**src/rtl/vld_addr_seq.sv**
```systemverilog
module vld_addr_seq #(
  parameter int AW    = 64,
  parameter int MAXVL = 64,
  localparam int VLW  = $clog2(MAXVL + 1),
  localparam int IW   = $clog2(MAXVL)
) (
  input  logic             clk,
  input  logic             rst_n,
  input  logic             start,
  input  logic [VLW-1:0]   vl,
  input  logic             vec_base,
  input  logic [1:0]       width_sel,
  input  logic [AW-1:0]    scalar_base,
  input  logic [AW-1:0]    imm_offs,
  input  logic             src_pred_en,
  input  logic [MAXVL-1:0] src_mask,
  input  logic             dst_pred_en,
  input  logic [MAXVL-1:0] dst_mask,
  output logic [IW-1:0]    vbase_idx,
  input  logic [AW-1:0]    vbase_data,
  output logic             req_valid,
  input  logic             req_ready,
  output logic [AW-1:0]    req_addr,
  output logic [IW-1:0]    wb_idx,
  output logic             busy,
  output logic             done
);
  logic             busy_q, vb_q, sp_q, dp_q;
  logic [1:0]       w_q;
  logic [VLW-1:0]   vl_q, i_q, j_q;
  logic [AW-1:0]    base_q, imm_q;
  logic [MAXVL-1:0] sm_q, dm_q;

  logic fin, s_act, d_act, take;
  logic [AW-1:0] stride;

  assign fin    = (i_q >= vl_q) || (j_q >= vl_q);
  assign s_act  = !sp_q || sm_q[i_q[IW-1:0]];
  assign d_act  = !dp_q || dm_q[j_q[IW-1:0]];
  assign stride = {{(AW-VLW){1'b0}}, i_q} << w_q;

  assign busy      = busy_q;
  assign done      = busy_q && fin;
  assign req_valid = busy_q && !fin && s_act && d_act;
  assign take      = req_valid && req_ready;
  assign vbase_idx = i_q[IW-1:0];
  assign wb_idx    = j_q[IW-1:0];
  assign req_addr  = (vb_q ? vbase_data : base_q + stride) + imm_q;

  always_ff @(posedge clk or negedge rst_n) begin
    if (!rst_n) begin
      busy_q <= 1'b0;
      vb_q   <= 1'b0;
      sp_q   <= 1'b0;
      dp_q   <= 1'b0;
      w_q    <= '0;
      vl_q   <= '0;
      i_q    <= '0;
      j_q    <= '0;
      base_q <= '0;
      imm_q  <= '0;
      sm_q   <= '0;
      dm_q   <= '0;
    end else if (!busy_q) begin
      if (start) begin
        busy_q <= 1'b1;
        vb_q   <= vec_base;
        sp_q   <= src_pred_en;
        dp_q   <= dst_pred_en;
        w_q    <= width_sel;
        vl_q   <= vl;
        i_q    <= '0;
        j_q    <= '0;
        base_q <= scalar_base;
        imm_q  <= imm_offs;
        sm_q   <= src_mask;
        dm_q   <= dst_mask;
      end
    end else if (fin) begin
      busy_q <= 1'b0;
    end else if (s_act && d_act) begin
      if (take) begin
        i_q <= i_q + 1'b1;
        j_q <= j_q + 1'b1;
      end
    end else begin
      if (!s_act) i_q <= i_q + 1'b1;
      if (!d_act) j_q <= j_q + 1'b1;
    end
  end
endmodule


```
**config.mk**
```make
export PLATFORM = sky130hd
export DESIGN_NAME = vld_addr_seq
export DESIGN_NICKNAME = d
export VERILOG_FILES = /design/src/rtl/vld_addr_seq.sv
export SDC_FILE = /design/constraint.sdc
export NUM_CORES = 1
export LEC_CHECK = 0
export BUFFER_PORTS_ARGS = -buffer_cell sky130_fd_sc_hd__buf_2
export CAP_MARGIN = 20
export CORE_AREA = 2 2 165 231
export DETAILED_ROUTE_END_ITERATION = 10
export DIE_AREA = 0 0 167 233
export GPL_TIMING_DRIVEN = 0
export PLACE_DENSITY = 0.74
export SKIP_CTS_REPAIR_TIMING = 1
export SLEW_MARGIN = 40
export SYNTH_ARGS = -nofsm -noshare
export SYNTH_HDL_FRONTEND = slang
export SYNTH_SLANG_ARGS = --single-unit
```
**constraint.sdc**
```tcl
create_clock -name clk -period 12.4 [get_ports clk]
set_input_delay 0.62 -clock clk [delete_from_list [all_inputs] [get_ports clk]]
set_output_delay 0.62 -clock clk [all_outputs]
set_load 0.01 [all_outputs]
```
# After elaboration in Yosys (flattened, before gate mapping)
# Cells that the tools add are included.
[classes]
add_sub_neg = 4
multipliers = 0
n_div = 0
order_cmp = 4
eq_ne = 4
n_shift = 1
n_mux = 19
bitwise_logic = 1
reduce_logical = 16
[op_table]
columns = ["operator", "n"]
rows = [
  ["$add A64 B64 Y64", 2],
  ["$mux W7", 11],
  ["$mux W64", 1],
  ["$shl A7 B2 Y64", 1],
  ["$add A7 B1 Y7 const B", 2],
  ["$ge A7 B7 Y1", 2],
  ["$lt A6 B7 Y1 const B", 2],
  ["$bmux W1 S6", 2],
  ["$reduce_and A4 Y1", 2],
  ["$logic_and A1 B1 Y1", 6],
  ["$ne A3 B2 Y1 const B", 2],
  ["$mux W1", 5],
  ["$logic_not A1 Y1", 3],
  ["$logic_or A1 B1 Y1", 3],
  ["$ne A3 B3 Y1 const B", 1],
  ["$ne A2 B2 Y1 const B", 1],
  ["$reduce_and A2 Y1", 1],
  ["$reduce_bool A2 Y1", 1],
  ["$not A1 Y1", 1],
]
[word_totals]
ff_bits = 283
latchBits = 0
ram_bits = 0
rom_bits = 0
n_memories = 0

# Depth between registers and ports, before layout
# Gate-level depths: netlist of the first run.
[depth]
word_depth = 11
depth_mapped = 28
mapped_depth_nobuf = 24

# Least setup slack after synthesis of the first run
# Ideal clock, no wire load.
[synth_path]
path_kind = "reg2out"
from = "reg w_q[0]"
to = "out req_addr[48]"
t_arrival_ns = 5.561
path_slack_ns = 6.219
stages_incl_launch_ff = 27
n_path_buf = 4
cell_sequence = "dfrtp_1 clkbuf_1 mux2i_1 o21ai_0 ha_1 nor2b_1 o21ai_0 a21oi_1 o21ai_0 a21oi_1 o2111ai_1 clkbuf_1 clkbuf_1 a21oi_1 xnor2_1 o21ai_0 ha_1 clkbuf_1 and4_1 and2_1 and3_1 or2_0 nor2b_1 o21ai_1 a21o_1 a221oi_1 xnor2_1"
[synth_between]
elab_chain_cells = 4
[synth_lines]
columns = ["element", "line", "rtl"]
rows = [
  ["from (decl)", "29", "logic [1:0] w_q;"],
  ["from (signal assigned)", "70", "w_q <= width_sel;"],
  ["$shl A7 B2 Y64", "40", "assign stride = {{(AW-VLW){1'b0}}, i_q} << w_q;"],
  ["$add A64 B64 Y64", "48", "assign req_addr = (vb_q ? vbase_data : base_q + stride) + imm_q;"],
  ["$mux W64", "48", ""],
  ["$add A64 B64 Y64", "48", ""],
  ["to (decl)", "23", "output logic [AW-1:0] req_addr,"],
]
# No other way between the ends.

# Worst setup path after layout of the first run
[layout_path]
from = "reg i_q[1]"
to = "out req_addr[48]"
[layout_between]
elab_chain_cells = 4
[layout_lines]
columns = ["element", "line", "rtl"]
rows = [
  ["from (decl)", "30", "logic [VLW-1:0] vl_q, i_q, j_q;"],
  ["from (signal assigned)", "83", "i_q <= i_q + 1'b1;"],
  ["from (signal assigned)", "87", "if (!s_act) i_q <= i_q + 1'b1;"],
  ["$shl A7 B2 Y64", "40", ""],
  ["$add A64 B64 Y64", "48", ""],
  ["$mux W64", "48", ""],
  ["$add A64 B64 Y64", "48", ""],
]
# No other way between the ends.

==> results.md, run 1 <==
- CTS tree: yes
- Grt ovf: 0
- Root Buffer: clkbuf_16
- Fin crit period: 9.145 ns
- Largest net degree at the start of global routing: 79
- Area Growth Syn to Fin: 21.04%
- Maximum clock rate: 109.4 MHz
- Die area: 38910 µm²
- Row count: 83
- Crit-path max FO: 10
- Synthesized area: 18230 µm²
- WP data arrival: 8.52 ns
- Predominant post-synthesis flop cell: dfrtp_1
- Kind of critical path: flip-flop to output port
- Pleak: 11.23 nW
- IO Count: 415
- Gr usage total: 31.88%
- Fill cells: 3359
- Final TNS setup: 0 ns
- Setup Skew: 0.01341 ns
- Fraction of layout cells with a size suffix above 1: 19.77%
- Post-Syn Area per Cell: 8.020 µm²
- Register-to-Register Path Depth: 11
- DRC Markers: 0
- WP buf/inv: 4
- Cell area after placement: 20990 µm²
- H-tree Lvls: 1
- Final setup fails: 0
- Post-Route WL: 63090 µm
- Post-synth EDFFs: 0
- Final hold vios: 0
- P per Cell Area: 309.0 nW/µm²
- First-pass GRT wire length: 96830 µm
- Syn Inst Count: 2273
- # port buffers: 414
- Via/cell ratio: 5.545
- Area share of and/or/nand/nor cells after synthesis: 27.19%
- Worst path depth: 26
- Multiplexer share of the synthesized area: 5.951%
- DP HPWL: 49810 µm
- Final period util: 73.75%
- Worst relative slew slack: 41.23%
- NumNets Final: 3150
- Die Y-Extent: 233 µm
- CP required: 11.78 ns
- Top-count cell post-synth: nand2_1
- Synth Register Bits: 283
- FFs w/ async S/R, synth: 100.0%
- Top cells by area, synth: dfrtp_1 (39%), nand2_1 (19%), ha_1 (6.2%)
- Post-Syn Nets: 2701
- Main combinational cell family by area after synthesis: simple AND/OR/NAND/NOR gates
- Crit-path max cell delay: 0.67 ns
- Hold crit path type: input port to asynchronous set/reset pin
- Hold slack: 0.006431 ns
- Max Buffers Root-to-Sink: 3
- RSZ-0062 raised after global routing: false
- Synth Warn #: 0
- CP endpoint kind: output port
- Status: finished, final reports clean
- Clock transition at path regs: 0.06 ns
- Detailed Route Iter0 Violations: 1111
- Core ar.: 36660 µm²
- Gpl congestion: 0.9473
- Critical-path top delay cell: a2111oi_1
- Vias after detailed routing: 17880
- Post-Synth Adder-Cell Area: 6.397%
- Crit start category: flip-flop
- Total CTS buffers: 30
- Slew @ Worst Pin: 0.8815 ns
- Max-cap violations: 0
- Most used cell, CP: o21ai_0
- Antenna violations before repair: 15
- Synth Area in Compound Gates: 12.18%
- 1st-pass router iterations: 7
- Cell variety after synth: 70
- Slew Viols, Final: 0
- Routed Antenna Nets: 0
- Worst skew pair latency: 0.58 ns
- Wirelength per Cell: 19.57 µm
- Die width: 167 µm
- Top cell type by total area after synthesis: dfrtp_1
- Worst IR Drop VDD: 0.1745 mV
- Post-synth top area share: 38.85%
- Top cells by count, synth: nand2_1 (916), dfrtp_1 (283), o21ai_0 (121)
- XOR/XNOR share of the synthesized area: 5.477%
- Post-route cell area: 22060 µm²
- Starting Density: 49.73%
- Cell family with most CP delay: compound AO/OA/AOI/OAI gates
- Post-synthesis sequential area ratio: 38.85%
- Vias in the first global route: 18230
- CTS sink count: 283
layout make-up:
class | instances | area (µm²) | share of cell area, %
inverters | 43 | 161.4 | 0.7315
clock buffers | 42 | 877.1 | 3.975
flip-flops and latches | 283 | 7082 | 32.10
diodes | 11 | 27.53 | 0.1248
clock inverters | 14 | 167.7 | 0.7599
well taps | 467 | 584.3 | 2.648
plain buffers | 130 | 559.3 | 2.535
multi-input cells | 1817 | 10440 | 47.32
repair buffers | 417 | 2165 | 9.811
sequential cells by signal (all words and copies together), names as in the netlist:
name / flops
i_q: 7
dp_q: 1
sm_q: 64
imm_q: 64
dm_q: 64
sp_q: 1
vl_q: 7
w_q: 2
j_q: 7
busy: 1
base_q: 64
vb_q: 1
layer usage:
layer,global-route usage (%),wire (µm),up-vias
met4,19.10,4176,20
met5,0,132,-
met2,57.41,32030,664
met1,35.67,23120,8427
li1,-,-,8582
met3,4.610,3627,185
through the flow:
step	std cells	util, %	power, W	setup WS (ns)
2_1_floorplan	2273	-	0.004390	6.219
3_3_place_gp	3154	56.97	0.005738	3.877
3_5_place_dp	3157	57.25	0.005824	4.016
4_1_cts	3213	60.10	0.006810	3.259
5_1_grt	3216	60.13	0.007327	2.727
6_report	3224	60.19	0.006817	3.255
power breakdown:
| part | total (W) | internal (W) | leakage, nW | switching [W] |
|---|---|---|---|---|
| Sequential | 0.00165 | 0.00134 | 3.54 | 0.000307 |
| Combinational | 0.00421 | 0.00166 | 7.18 | 0.00255 |
| Clock | 0.000963 | 0.000557 | 0.506 | 0.000405 |
placed cells by master (no fill, tap or decap), types with 14 or more instances in the layout:
master and n:
inv_1 43, xor2_1 44, buf_2 415, nand2_1 916
a21oi_1 105, mux2i_1 15, a21o_1 34, buf_4 14
clkbuf_16 31, clkbuf_1 110, mux4_2 40, nor3_1 21
o21ai_0 120, and3_1 23, ha_1 90, dfrtp_1 283
nor2_1 68, nand3_1 64, nand4_1 28, xnor2_1 70
kinds of logic (layout without fill, tap and decap cells):
family,Yosys count,count (layout)
AO/OA/AOI/OAI,362,362
XOR/XNOR,114,114
adder cells (fa/ha/maj),92,92
buffers and inverters,173,646
flip-flops,283,283
multiplexers,58,58
other,0,11
AND/OR/NAND/NOR,1191,1191
final timing paths:
kind	start	slack, ns	endpoint
setup / recovery	i_q[1]	3.26	req_addr[48]
hold reg to reg	sp_q	0.47	sp_q
hold / removal	rst_n	0.006	sm_q[32]
setup reg to reg	j_q[1]	8.31	j_q[5]
min in group clk	imm_offs[26]	0.22	imm_q[26]
max in group asynchronous	rst_n	11.55	dm_q[15]
No activity file was read; power rests on OpenSTA's default activity.
==> run 2, diff against run 1 <==
==> constraint.sdc (replaced) <==
create_clock -name clk -period 9.2 [get_ports clk]
set_input_delay 0.46 -clock clk [delete_from_list [all_inputs] [get_ports clk]]
set_output_delay 0.46 -clock clk [all_outputs]
set_load 0.01 [all_outputs]
==> run 2 against run 1 <==
Effect of this change:
- combinational power increased by 35%
- critical endpoint is now req_addr[63]
- clock skew increased by 0.0033 ns
- highest routed layer unchanged
- clock power increased by 34%
- critical path type unchanged
- sequential power increased by 35%
==> results.md, run 2 (synthesized netlist as in run 1, its figures left out) <==
- Area Growth Syn to Fin: 21.14% (was 21.04%)
- Kind of critical path: flip-flop to output port (unchanged)
- Die area: 38910 µm² (unchanged)
- IO Count: 415 (unchanged)
- Fraction of layout cells with a size suffix above 1: 19.84% (was 19.77%)
- Starting Density: 49.73% (unchanged)
- Cell family with most CP delay: compound AO/OA/AOI/OAI gates (unchanged)
- # port buffers: 414 (unchanged)
- Gpl congestion: 0.9473 (unchanged)
- Worst IR Drop VDD: 0.2366 mV (was 0.1745 mV)
- DRC Markers: 0 (unchanged)
- CTS tree: yes (unchanged)
- M2 GR Usage: 57.41% (unchanged)
- Most used cell, CP: o21ai_0 (unchanged)
- Vias after detailed routing: 17930 (was 17880)
- Worst relative slew slack: 41.58% (was 41.23%)
- Row count: 83 (unchanged)
- Register-to-Register Path Depth: 11 (unchanged)
- RSZ-0062 raised after global routing: false (unchanged)
- Wirelength per Cell: 19.54 µm (was 19.57 µm)
- Worst path depth: 27 (was 26)
- Core ar.: 36660 µm² (unchanged)
- Slew @ Worst Pin: 0.8763 ns (was 0.8815 ns)
- Antenna violations before repair: 15 (unchanged)
- Commonest non-fill, non-tap cell in the layout: nand2_1 (unchanged)
- NumNets Final: 3151 (was 3150)
- Final setup fails: 0 (unchanged)
- Setup Skew: 0.01667 ns (was 0.01341 ns)
- WP data arrival: 8.26 ns (was 8.52 ns)
- Critical-path top delay cell: dfrtp_1 (was a2111oi_1)
- Largest net degree at the start of global routing: 79 (unchanged)
- Status: finished, final reports clean (unchanged)
- CP required: 8.74 ns (was 11.78 ns)
- Slew Viols, Final: 0 (unchanged)
- Root Buffer: clkbuf_16 (unchanged)
- H-tree Lvls: 1 (unchanged)
- Clock transition at path regs: 0.07 ns (was 0.06 ns)
- Crit-path max cell delay: 0.50 ns (was 0.67 ns)
- CTS sink count: 283 (unchanged)
- DP HPWL: 49810 µm (unchanged)
- Detailed Route Iter0 Violations: 1109 (was 1111)
- Gr usage total: 31.88% (unchanged)
- Max-cap violations: 0 (unchanged)
- Final period util: 94.73%
- Crit start category: flip-flop (unchanged)
- Met1 GRT Util: 35.67% (unchanged)
- Total CTS buffers: 30 (unchanged)
- Post-layout util: 60.24% (was 60.19%)
- Met3 Track Usage GR: 4.610% (unchanged)
- 1st-pass router iterations: 5 (was 7)
- Maximum clock rate: 114.7 MHz
- Routed Antenna Nets: 0 (unchanged)
- Hold slack: 0.06293 ns (was 0.006431 ns)
- Die Y-Extent: 233 µm (unchanged)
- Max Buffers Root-to-Sink: 3 (unchanged)
- Die width: 167 µm (unchanged)
- Crit-path max FO: 10 (unchanged)
- Hold depth: 3
- Grt ovf: 0 (unchanged)
- Pleak: 11.24 nW (was 11.23 nW)
- WP buf/inv: 5 (was 4)
- First-pass GRT wire length: 96830 µm (unchanged)
- P per Cell Area: 416.2 nW/µm² (was 309.0 nW/µm²)
- Vias in the first global route: 18230 (unchanged)
- Final hold vios: 0 (unchanged)
- Pwr Total: 0.009190 W (was 0.006817 W)
- Final TNS setup: 0 ns (unchanged)
- CP endpoint kind: output port (unchanged)
- Most used routing layer: met2 (unchanged)
- Fin crit period: 8.715 ns
- Post-Route WL: 62990 µm (was 63090 µm)
- Worst skew pair latency: 0.58 ns (about the same)
- Via/cell ratio: 5.562 (was 5.545)
- Hold crit path type: input port to flip-flop (was input port to asynchronous set/reset pin)
- Most frequent cells in the layout: nand2_1 (916), buf_2 (415), dfrtp_1 (283) (unchanged)
## run 2: final timing paths
check | to | slack, ns | from
max in group asynchronous | imm_q[46] | 7.93 | rst_n
worst max-delay path | req_addr[63] | 0.48 | i_q[1]
worst min-delay path | imm_q[26] | 0.06 | imm_offs[26]
worst min register to register | sp_q | 0.47 | sp_q
min in group asynchronous | sm_q[32] | 0.46 | rst_n
worst max register to register | j_q[5] | 5.09 | j_q[1]
## run 2: area by class of cell
cell class / instances / area, µm²
Antenna cell: 10 / 25.02
Tap cell: 467 / 584.3
Sequential cell: 283 / 7082
Multi-Input combinational cell: 1817 / 10450
Clock buffer: 42 / 877.1
Clock inverter: 14 / 167.7
Fill cell: 3356 / 14580
Timing Repair Buffer: 418 / 2175
Buffer: 130 / 559.3
Inverter: 43 / 161.4
## run 2: worst register-to-register path, cell delays in order (launching register included)
cell	delay, ns
dfrtp_1	0.40
buf_2	0.31
clkbuf_1	0.57
mux4_2	0.42
mux4_2	0.51
nand2_1	0.09
o2111ai_1	0.18
and2_1	0.25
a2111oi_4	0.59
nand4_2	0.21
or3_1	0.35
a21oi_1	0.15
## run 2: power by group
| group | switching [W] | leakage, nW | internal, W |
|---|---|---|---|
| Sequential | 0.000412 | 3.54 | 0.00181 |
| Combinational | 0.00344 | 7.19 | 0.00223 |
| Clock | 0.000543 | 0.506 | 0.000751 |
| Total | 0.00440 | 11.2 | 0.00479 |
## run 2: layer usage
| metal | routed length (µm) | vias to the layer above |
|---|---|---|
| met5 | 130 | - |
| met1 | 22920 | 8466 |
| met4 | 4254 | 20 |
| met3 | 3642 | 184 |
| li1 | - | 8589 |
| met2 | 32040 | 673 |
## run 2: metrics by stage
step,setup WS (ns),instances,area [µm²]
4_1_cts,0.2192,3213,22030
6_report,0.4849,3224,22080
2_1_floorplan,3.179,2273,18230
5_1_grt,0.02923,3217,22060
3_3_place_gp,0.8373,3154,20890
3_5_place_dp,0.9755,3157,20990
